<file path="config.mk">
export PLATFORM = sky130hd
export DESIGN_NAME = ecp_fwd_tx
export DESIGN_NICKNAME = d
export VERILOG_FILES = /design/src/rtl/ecp_fwd_tx.sv
export SDC_FILE = /design/constraint.sdc
export NUM_CORES = 1
export LEC_CHECK = 0
export CELL_PAD_IN_SITES_DETAIL_PLACEMENT = 1
export CELL_PAD_IN_SITES_GLOBAL_PLACEMENT = 2
export CORE_MARGIN = 2
export CORE_UTILIZATION = 47
export CTS_CLUSTER_DIAMETER = 60
export DETAILED_ROUTE_END_ITERATION = 10
export PLACE_DENSITY = 0.86
export SETUP_SLACK_MARGIN = 0.2
export SLEW_MARGIN = 20
export SYNTH_ARGS = -nofsm -noshare
export SYNTH_HDL_FRONTEND = slang
export SYNTH_SLANG_ARGS = --single-unit
export TNS_END_PERCENT = 30
</file>
<file path="constraint.sdc">
create_clock -name clk -period 3.35 [get_ports clk]
set_input_delay 0.67 -clock clk [delete_from_list [all_inputs] [get_ports clk]]
set_output_delay 0.67 -clock clk [all_outputs]
set_load 0.02 [all_outputs]
</file>
<file path="src/rtl/ecp_fwd_tx.sv">
module ecp_fwd_tx #(
  parameter int DEPTH = 16,
  parameter int DW = 8,
  parameter logic [2:0] QMODE = 3'b011
) (
  input  logic          clk,
  input  logic          rst_n,
  input  logic          wr_en,
  input  logic          wr_sel,
  input  logic [DW-1:0] wr_data,
  input  logic          ecp_sel,
  input  logic [2:0]    port_mode,
  input  logic          periph_ack,
  output logic [DW-1:0] pd,
  output logic          host_clk,
  output logic          host_ack,
  output logic          fifo_full,
  output logic          fifo_empty
);
  localparam int AW = $clog2(DEPTH);
  localparam int EW = DW + 1;

  typedef enum logic [1:0] {S_IDLE, S_SETUP, S_STROBE, S_RELEASE} st_t;

  st_t            st;
  logic [EW-1:0]  mem [DEPTH];
  logic [AW-1:0]  wp, rp;
  logic [AW:0]    cnt;
  logic [DW-1:0]  pd_q;
  logic           hclk_q, hack_q;

  wire mode_ok = ecp_sel && (port_mode == QMODE);
  wire push    = wr_en && mode_ok && !fifo_full;
  wire pop     = (st == S_IDLE) && !fifo_empty && mode_ok;

  assign fifo_full  = (cnt == (AW+1)'(DEPTH));
  assign fifo_empty = (cnt == '0);
  assign pd         = pd_q;
  assign host_clk   = hclk_q;
  assign host_ack   = hack_q;

  always_ff @(posedge clk) begin
    if (push) mem[wp] <= {wr_sel, wr_data};
  end

  always_ff @(posedge clk or negedge rst_n) begin
    if (!rst_n) begin
      wp  <= '0;
      rp  <= '0;
      cnt <= '0;
    end else begin
      if (push) wp <= wp + 1'b1;
      if (pop)  rp <= rp + 1'b1;
      case ({push, pop})
        2'b10:   cnt <= cnt + 1'b1;
        2'b01:   cnt <= cnt - 1'b1;
        default: cnt <= cnt;
      endcase
    end
  end

  always_ff @(posedge clk or negedge rst_n) begin
    if (!rst_n) begin
      st     <= S_IDLE;
      pd_q   <= '0;
      hclk_q <= 1'b1;
      hack_q <= 1'b1;
    end else begin
      case (st)
        S_IDLE: if (pop) begin
          pd_q   <= mem[rp][DW-1:0];
          hack_q <= !mem[rp][DW];
          st     <= S_SETUP;
        end
        S_SETUP: begin
          hclk_q <= 1'b0;
          st     <= S_STROBE;
        end
        S_STROBE: if (periph_ack) begin
          hclk_q <= 1'b1;
          st     <= S_RELEASE;
        end
        default: if (!periph_ack) st <= S_IDLE;
      endcase
    end
  end

  p_flags_excl_r5: assert property (@(posedge clk) disable iff (!rst_n)
    !(fifo_full && fifo_empty));

  p_no_overflow_r5: assert property (@(posedge clk) disable iff (!rst_n)
    (fifo_full && !pop) |=> fifo_full);

  p_ignored_r4: assert property (@(posedge clk) disable iff (!rst_n)
    (fifo_empty && !(ecp_sel && port_mode == QMODE)) |=> fifo_empty);

  p_wait_ack_r6: assert property (@(posedge clk) disable iff (!rst_n)
    (!host_clk && !periph_ack) |=> !host_clk);

  p_wait_release_r6: assert property (@(posedge clk) disable iff (!rst_n)
    (host_clk && periph_ack) |=> (host_clk && $stable(pd)));

  p_hold_r7: assert property (@(posedge clk) disable iff (!rst_n)
    !host_clk |=> ($stable(pd) && $stable(host_ack)));

endmodule

</file>
==> results of run 1 <==
kinds of logic after synthesis:
logic type / Yosys count / share of synthesized area (%)
buf+inv: 33 / 2.92
flops: 169 / 70.5
mux: 56 / 14.5
compound gates: 33 / 3.92
fa+ha+maj: 11 / 1.96
simple gates: 61 / 5.01
xor+xnor: 9 / 1.12
report_power, final:
group,switching (mW),internal [mW]
clock,0.798,1.39
combinational,0.553,0.628
sequential,0.265,2.42
total,1.62,4.44
critical path: stages (launching register included):
cell	delay, ns
dfrtp_1	0.50
nor4_4	0.49
and2_1	0.19
clkdlybuf4s50_1	0.60
metal layers:
metal	track usage (%)	up-vias	share of wire, %
met2	34.2	85	51
met4	7.63	0	2.0
met5	0	-	0
met3	5.18	22	4.7
met1	26.6	1885	42
li1	-	1576	-
final cells by class:
class                           count  area, um^2
Fill cell                        1288        6350
Sequential cell                   169        4950
Multi-Input combinational cell    170        1890
Clock buffer                       24         522
Timing Repair Buffer               46         428
Tap cell                          184         230
Clock inverter                      8         154
Inverter                           15        58.8
worst max path at each step:
stage                        from                 end  depth (start not counted)
6_report       cnt[2]$_DFFE_PN0P_           fifo_full                          3
3_3_place_gp         port_mode[2]  cnt[4]$_DFFE_PN0P_                         11
2_1_floorplan        port_mode[2]  cnt[4]$_DFFE_PN0P_                         11
5_1_grt              port_mode[2]  cnt[4]$_DFFE_PN0P_                         11
4_1_cts        cnt[2]$_DFFE_PN0P_           fifo_full                          3
3_5_place_dp         port_mode[2]  cnt[4]$_DFFE_PN0P_                         10
Yosys cell counts, types with 5 or more instances:
library cell,number
edfxtp_1,144
dfrtp_1,23
mux4_2,34
and2_1,10
mux2i_1,18
o21ai_0,5
ha_1,11
xnor2_1,8
nor2_1,9
inv_1,13
nand2_1,20
o221ai_1,9
flip-flops by register name (all words and copies together), names as in the netlist:
signal	count
host_clk	1
rp	4
wp	4
host_ack	1
pd	8
cnt	5
st	2
mem	144
per-stage QoR:
stage          setup WS, ns  total power [mW]  util, %
4_1_cts               0.437              6.11     56.4
5_1_grt               0.364              6.29     56.4
3_3_place_gp          0.203              3.84     51.8
2_1_floorplan         0.441              3.50        -
6_report              0.474              6.05     56.4
3_5_place_dp         0.0828              3.90     51.8
==> out/metrics.csv, run 1 <==
stage;metric;value;unit
synthesis;synth.distinct_cells;54;
sta;setup_tns;0;ns
synthesis;syn-num-nets;400;
finish;final_area;0.00824;mm^2
global_route;grt_antenna_before_repair;0;
sta;hold_ws;0.480;ns
floorplan;initial_core_util;48.1;%
floorplan;core_area;0.0146;mm^2
sta;setup_viol;0;
clock_network;cts.sinks;169;
clock_network;cts_tree;done;
global_route;grt.total_usage;20.6;%
placement;place_hpwl;9.56;mm
worst_setup_path;start_kind;flip-flop;
floorplan;die_y;126;um
sta;fmax;0.348;GHz
synthesis;synth_area_leaders;edfxtp_1 62%, mux4_2 11%, dfrtp_1 8.2%;
min_path;hp-start;host_clk$_DFFE_PN1P_;
routing;vias_per_cell;5.79;
flow_run;drv_cap;0;
global_route;grt_start_max_net_pins;26;
synthesis;seq_area_frac_synth;70.5;%
global_route;grt_remaining_overflow;0;
global_route;grt_pass1_vias;3898;
clock_network;cts_setup_buffers;0;
clock_network;clkTransAtPathRegs;0.06;ns
clock_network;cts_hold_repair.buffers;0;
pwr;ir_drop;0.422;mV
clock_network;clk_latency;0.43;ns
worst_setup_path;cp-end-kind;output port;
sta;tightest_slew;0.953;ns
placement;placed_area;0.00756;mm^2
routing;wl;15.3;mm
worst_setup_path;worstReg2RegStart;cnt[2]$_DFFE_PN0P_;
placement;dp.cells;584;
finish;instances_no_fill;616;
finish;final_common_cell;edfxtp_1;
synthesis;synth_top_area_share;61.6;%
sta;min_period_over_period;85.9;%
synthesis;yosysWarningCount;0;
sta;rsz0062_at_grt;no;
clock_network;cts_resized;0;
floorplan;rows;44;
worst_setup_path;ff2ff_setup_slack;0.53;ns
synthesis;syn-cell-area;0.00702;mm^2
routing;drc_errors;0;
placement;gp_congestion;0.779;
global_route;grt_pass1_wl;23.8;mm
pwr;power_density;735;mW/mm^2
placement;io_buffers;28;
min_path;hold_depth;2;
finish;area_delta_synth_final;17.3;%
finish;nets;447;
clock_network;cts_buffer_depth;2;
clock_network;htreeDepth;4;
worst_setup_path;arrival;2.21;ns
synthesis;synth-edff-count;144;
routing;drt-initial-drc-count;326;
clock_network;clockRootBuffer;clkbuf_16;
synthesis;synthArstFlopShare;14.8;%
sta;relSlewSlack;36.5;%
pwr;power.leakage;2.81;nW
synthesis;ys_ff_latch;169;
worst_setup_path;critPathMaxFanout;8;
synthesis;syn_inst;372;
sta;hold_violations;0;
worst_setup_path;r2r-end;cnt[4]$_DFFE_PN0P_;
synthesis;yosysTopAreaCell;edfxtp_1;
outcome;outcome;finished clean;
synthesis;avgSynthCellArea;18.9;um^2
clock_network;cts_made_buffers;17;
synthesis;synth_flop_cell;edfxtp_1;
min_path;holdCritPathClass;reg -> reg;
finish;drive_gt1_share;23.6;%
routing;ant_nets;0;
routing;vias;3568;
sta;finalMaxSlewViolations;0;
worst_setup_path;ff2ff_path_depth;10;
finish;diodes;0;
floorplan;die_x;126;um
routing;wire_per_inst;24.8;um
floorplan;dieArea;0.0159;mm^2
sta;skew;0.0111;ns
floorplan;design.portCount;29;
min_path;holdPathEnd;host_clk$_DFFE_PN1P_;
worst_setup_path;path_class;reg -> out;
finish;final_cell_mix;144 x edfxtp_1, 34 x mux4_2, 28 x clkdlybuf4s50_1;
routing;drtPass1Iterations;4;
sta;fin_crit;2.88;ns
worst_setup_path;required;2.68;ns
Note: power is estimated with default switching activity, not from simulation.
==> run 2: changes to the inputs <==
Settings changed: CORE_UTILIZATION 47 to 25, PLACE_DENSITY 0.86 to 0.55, SLEW_MARGIN 20 to default, TNS_END_PERCENT 30 to 1.
==> run 2 against run 1 <==
Against the previous run:
- via count up 0.92%
- maximum frequency up 0.24%
- register-to-register slack better by 0.07 ns
- cell area up 2.8%
- core utilization down 26 points
- combinational power about the same
- clock skew down 0.0011 ns
==> out/metrics.csv, run 2 (synthesized netlist as in run 1, its figures left out) <==
stage;metric;value;unit;change
outcome;outcome;finished clean;;
global_route;grt_antenna_before_repair;0;;unchanged
sta;tightest_slew;0.597;ns;-0.355 ns
clock_network;clk_latency;0.42;ns;about the same
global_route;grt_pass1_wl;24.9;mm;+4.7%
worst_setup_path;path_cells;nor4_4 > and2_1 > clkdlybuf4s50_1;;
clock_network;cts_setup_buffers;0;;unchanged
min_path;holdCritPathClass;reg -> reg;;
clock_network;cts_made_buffers;17;;unchanged
floorplan;design.portCount;29;;unchanged
flow_run;drv_cap;0;;unchanged
sta;setup_viol;0;;unchanged
worst_setup_path;start_kind;flip-flop;;
placement;gp_congestion;0.719;;-7.8%
routing;vias;3601;;+0.92%
clock_network;cts.sinks;169;;unchanged
sta;setup_tns;0;ns;unchanged
global_route;grt.total_usage;12.0;%;-8.7 points
worst_setup_path;critPathMaxFanout;8;;unchanged
sta;hold_ws;0.487;ns;+0.00770 ns
finish;diodes;0;;unchanged
routing;ant_nets;0;;unchanged
finish;largest_reg_flops;144;;unchanged
worst_setup_path;slowest_stage;clkdlybuf4s50_1;;
worst_setup_path;required;2.68;ns;about the same
min_path;hp-start;host_clk$_DFFE_PN1P_;;
finish;area_delta_synth_final;20.6;%;
routing;drtPass1Iterations;4;;unchanged
pwr;ir_drop;0.294;mV;-30%
worst_setup_path;cpPeakStageDelay;0.60;ns;about the same
worst_setup_path;worstReg2RegStart;cnt[2]$_DFFE_PN0P_;;
clock_network;clkTransAtPathRegs;0.07;ns;about the same
worst_setup_path;path_class;reg -> out;;
finish;regMostFlops;mem;;
global_route;grt_remaining_overflow;0;;unchanged
clock_network;cts_resized;0;;unchanged
clock_network;clockRootBuffer;clkbuf_16;;
floorplan;initial_core_util;25.3;%;-23 points
floorplan;rows;61;;+39%
sta;min_period_over_period;85.6;%;-0.21 points
clock_network;cts_tree;done;;
finish;drive_gt1_share;24.8;%;+1.2 points
finish;nets;458;;+2.5%
sta;rsz0062_at_grt;no;;
routing;wl;16.4;mm;+7.3%
sta;finalMaxSlewViolations;0;;unchanged
sta;fin_crit;2.87;ns;-0.00690 ns
global_route;grt_pass1_vias;3912;;+0.36%
worst_setup_path;cp-end-kind;output port;;
sta;fmax;0.349;GHz;+0.24%
clock_network;cts_hold_repair.buffers;0;;unchanged
routing;vias_per_cell;4.39;;-24%
floorplan;dieArea;0.0294;mm^2;+85%
sta;relSlewSlack;60.2;%;+24 points
pwr;power.leakage;2.82;nW;+0.28%
sta;skew;0.0101;ns;-0.00108 ns
placement;placed_area;0.00789;mm^2;+4.3%
placement;post-place-ws;0.100;ns;+0.0173 ns
finish;final_cell_mix;144 x edfxtp_1, 34 x mux4_2, 28 x clkdlybuf4s50_1, 28 x buf_4, 22 x dfrtp_1;;
finish;final_common_cell;edfxtp_1;;
finish;final_util;30.6;%;-26 points
routing;wire_per_inst;20.0;um;-19%
global_route;grt_start_max_net_pins;38;;+46%
floorplan;core_area;0.0277;mm^2;+90%
worst_setup_path;arrival;2.20;ns;about the same
routing;drc_errors;0;;unchanged
sta;worst_slack;0.481;ns;+0.00690 ns
finish;final_area;0.00847;mm^2;+2.8%
clock_network;cts_buffer_depth;2;;unchanged
routing;drt-initial-drc-count;222;;-32%
pwr;power_density;678;mW/mm^2;-7.8%
placement;io_buffers;28;;unchanged
floorplan;die_y;172;um;+36%
sta;hold_violations;0;;unchanged
placement;place_hpwl;10.2;mm;+7.2%
clock_network;htreeDepth;4;;unchanged
worst_setup_path;worstSetupStartpoint;cnt[2]$_DFFE_PN0P_;;
floorplan;die_x;172;um;+36%
-- run 2: worst max-delay path, delay by kind of cell, from the launching register on --
family | cells | cell delay [ns]
AND/OR/NAND/NOR | 2 | 0.68
flip-flops | 1 | 0.50
buffers and inverters | 1 | 0.60
-- run 2: power breakdown --
group          switching, mW  total [mW]  internal [mW]
registers              0.186        2.60           2.42
logic                  0.581        1.19          0.611
clock network          0.827        1.94           1.11
total                   1.59        5.74           4.14
-- run 2: layer usage --
metal  GRT usage (%)  share of wire [%]  vias up  wire length [um]
met1            16.0                 46     1925              7560
li1                -                  -     1600                 -
met3            1.96                2.9       13               473
met5               0                  0        -                 0
met4            4.68                1.5        0               243
met2            19.5                 50       63              8120
-- run 2: layout make-up --
cell class | count | area [um^2]
Clock buffer | 20 | 437
Clock inverter | 12 | 144
Fill cell | 2845 | 19200
Inverter | 15 | 58.8
Multi-Input combinational cell | 170 | 1890
Sequential cell | 169 | 4950
Tap cell | 378 | 473
Timing Repair Buffer | 57 | 510
-- run 2: worst paths after layout --
kind	end	slack (ns)	cells past startpoint
min	host_clk$_DFFE_PN1P_	0.49	2
min in group asynchronous	st[1]$_DFFE_PN0P_	0.64	2
max reg2reg	cnt[4]$_DFFE_PN0P_	0.60	10
max	fifo_full	0.48	3
max in group asynchronous	host_ack$_DFFE_PN1P_	2.37	2
min reg2reg	host_clk$_DFFE_PN1P_	0.49	2
-- run 2: per-stage QoR --
| stage | total power, mW | instances |
|---|---|---|
| 2_1_floorplan | 3.50 | 372 |
| 4_1_cts | 5.83 | 821 |
| 5_1_grt | 6.03 | 821 |
| 3_5_place_dp | 3.88 | 789 |
| 6_report | 5.74 | 821 |
| 3_3_place_gp | 3.85 | 789 |
==> run 3: changes to the inputs <==
Settings changed: CORE_MARGIN 2 to default.
Clock period 3.35 ns to 2.7 ns, I/O delays scaled along.
==> run 3 against run 2 <==
Against the previous run:
- hold slack got worse by 0.0057 ns
- cell area increased by 2.0%
- clock power increased by 25%
- critical path depth increased by 8
- combinational power increased by 36%
- die area decreased by 2.3%
- cell count increased by 0.49%
- sequential cell count unchanged
- via count increased by 0.44%
- register-to-register slack got worse by 0.42 ns
- power increased by 26%
- critical endpoint is now cnt[4]$_DFFE_PN0P_
- largest cell class unchanged
==> out/metrics.csv, run 3 (synthesized netlist as in run 1, its figures left out) <==
stage;metric;value;unit;change
sta;fmax;0.397;GHz;
floorplan;rows;60;;-1.6%
pwr;switching_share;30.0;%;+2.2 points
sta;relSlewSlack;59.7;%;-0.45 points
floorplan;initial_core_util;25.8;%;+0.42 points
pwr;p_seq_share;44.2;%;-1.2 points
clock_network;cts_tree;done;;
finish;diodes;0;;unchanged
min_path;holdCritPathClass;reg -> reg;;
clock_network;htreeDepth;4;;unchanged
finish;nets;468;;+2.2%
finish;fillers;2787;;-2.0%
pwr;p_int;5.07;mW;+22%
sta;finalMaxSlewViolations;0;;unchanged
placement;place_hpwl;10.4;mm;+1.7%
global_route;grt_start_max_net_pins;38;;unchanged
finish;final_cell_mix;144 x edfxtp_1, 34 x mux4_2, 34 x buf_4;;
worst_setup_path;critPathMaxFanout;5;;-3
global_route;grt_pass1_wl;24.5;mm;-1.7%
worst_setup_path;arrival;2.81;ns;+0.61 ns
pwr;clockPowerShare;33.4;%;-0.4 points
global_route;grt_pass1_vias;4035;;+3.1%
worst_setup_path;cpPeakStageDelay;0.49;ns;-0.11 ns
pwr;power_frac_comb;22.4;%;+1.6 points
worst_setup_path;cp_top_family;compound AO/OA/AOI/OAI gates;;
floorplan;die_x;170;um;-1.2%
pwr;power.leakage;2.91;nW;+3.1%
sta;worst_slack;0.184;ns;-0.297 ns
sta;rsz0062_at_grt;yes;;
finish;area_delta_synth_final;22.9;%;
sta;tightest_slew;0.602;ns;+0.00486 ns
floorplan;design.portCount;29;;unchanged
worst_setup_path;path_buf_inv;3;;+2
finish;multi_input_area;0.00191;mm^2;+1.1%
placement;gp_congestion;0.768;;+6.9%
routing;drc_errors;0;;unchanged
clock_network;clkTransAtPathRegs;0.07;ns;about the same
sta;hold_violations;0;;unchanged
clock_network;cts.sinks;169;;unchanged
worst_setup_path;cp_common_cell;buf_4;;
floorplan;dieArea;0.0288;mm^2;-2.3%
flow_run;drv_cap;0;;unchanged
finish;final-seq-area;0.00495;mm^2;about the same
finish;largest_reg_flops;144;;unchanged
pwr;p_sw;2.17;mW;+36%
sta;min_period_over_period;93.2;%;
pwr;power;7.24;mW;+26%
placement;post-place-ws;-0.262;ns;-0.362 ns
floorplan;die_y;170;um;-1.2%
routing;vias;3617;;+0.44%
global_route;grt_remaining_overflow;0;;unchanged
routing;drt-initial-drc-count;202;;-9.0%
worst_setup_path;path_cells;nor4_4 > buf_4 > buf_4 > a211oi_4 > inv_2 > ha_4 > ha_1 > and4b_1 > a31oi_2 > o32a_1 > o221ai_1;;
routing;ant_nets;0;;unchanged
worst_setup_path;slowest_stage;dfrtp_1;;
placement;io_buffers;28;;unchanged
pwr;power_density;838;mW/mm^2;+24%
sta;fin_crit;2.52;ns;
worst_setup_path;required;3.00;ns;+0.32 ns
worst_setup_path;cp-end-kind;flip-flop;;
clock_network;cts_made_buffers;17;;unchanged
sta;setup_viol;0;;unchanged
worst_setup_path;path_class;reg -> reg;;
finish;drive_gt1_share;28.0;%;+3.2 points
clock_network;clk_latency;0.44;ns;+0.02 ns
sta;skew;0.0168;ns;+0.00672 ns
worst_setup_path;start_kind;flip-flop;;
global_route;grt.total_usage;11.8;%;-0.17 points
clock_network;cts_buffer_depth;2;;unchanged
outcome;outcome;finished clean;;
finish;regMostFlops;mem;;
routing;drtPass1Iterations;4;;unchanged
global_route;grt_antenna_before_repair;0;;unchanged
clock_network;clockRootBuffer;clkbuf_16;;
finish;final_common_cell;edfxtp_1;;
routing;vias_per_cell;4.38;;about the same
routing;wire_per_inst;18.9;um;-5.5%
floorplan;core_area;0.0273;mm^2;-1.6%
pwr;ir_drop;0.452;mV;+54%
routing;wl;15.6;mm;-5.0%
[run 3: cell types whose count changed in the layout (fill, tap and decap cells not counted), moves of 2 or more]
| cell | before | now |
|---|---|---|
| clkbuf_1 | 3 | 0 |
| clkinv_8 | 0 | 5 |
| buf_4 | 28 | 34 |
| bufinv_16 | 2 | 0 |
| buf_12 | 1 | 5 |
| clkdlybuf4s50_1 | 28 | 26 |
| ha_1 | 11 | 9 |
[run 3: power by group through the flow]
stage	Combinational, mW	Clock [mW]	Sequential, mW
floorplan	1.11	0	3.23
global placement	1.60	0	3.25
detailed placement	1.63	0	3.26
CTS	1.66	2.48	3.20
global route	1.77	2.58	3.23
finish	1.62	2.42	3.20
[run 3: stage by stage]
stage               hold slack [ns]  area [um^2]  std cells  util, %  TNS, ns
floorplan                     0.244         7050        372        -        0
global placement              0.464         8000        790     29.3   -0.204
detailed placement            0.478         8000        790     29.3   -0.501
CTS                           0.490         8610        824     31.6        0
global route                  0.531         8630        825     31.7        0
finish                        0.482         8630        825     31.7        0
[run 3: timing repair]
action | CTS | global route
pin swaps | 1 | 1
gates resized for setup | 2 | 2
cloned | 0 | 0
hold buffers | 0 | 0
hold endpoints to repair | 0 | 0
setup endpoints to repair | 3 | 3
setup buffers | 2 | 1
[run 3: layout make-up]
type	instances	area share (%)
inverters	15	0.681
flip-flops and latches	169	57.4
multi-input cells	170	22.1
clock buffers	17	4.93
well taps	372	5.39
clock inverters	15	2.07
repair buffers	67	7.38
[run 3: worst min-delay path, stage by stage (launching register included)]
cell and delay [ns]:
dfstp_2 0.38, inv_1 0.04, o21ai_0 0.06
[run 3: per-layer routing]
layer  vias to the layer above  GRT usage (%)  share of wire (%)  wire length, um
met5                         -              0                  0                0
met4                         0           4.35                1.3              200
met3                        11           2.36                3.3              506
met2                        59           20.5                 52             8060
met1                      1925           14.4                 44             6800
li1                       1622              -                  -                -
[run 3: final timing paths]
check / start / end / slack [ns] / depth (start not counted)
worst max-delay path: cnt[0]$_DFFE_PN0P_ / cnt[4]$_DFFE_PN0P_ / 0.18 / 11
worst min-delay path: host_clk$_DFFE_PN1P_ / host_clk$_DFFE_PN1P_ / 0.48 / 2
worst max register to register: cnt[0]$_DFFE_PN0P_ / cnt[4]$_DFFE_PN0P_ / 0.18 / 11
worst min register to register: host_clk$_DFFE_PN1P_ / host_clk$_DFFE_PN1P_ / 0.48 / 2
max in group asynchronous: rst_n / host_ack$_DFFE_PN1P_ / 1.88 / 2
min in group asynchronous: rst_n / st[1]$_DFFE_PN0P_ / 0.51 / 2
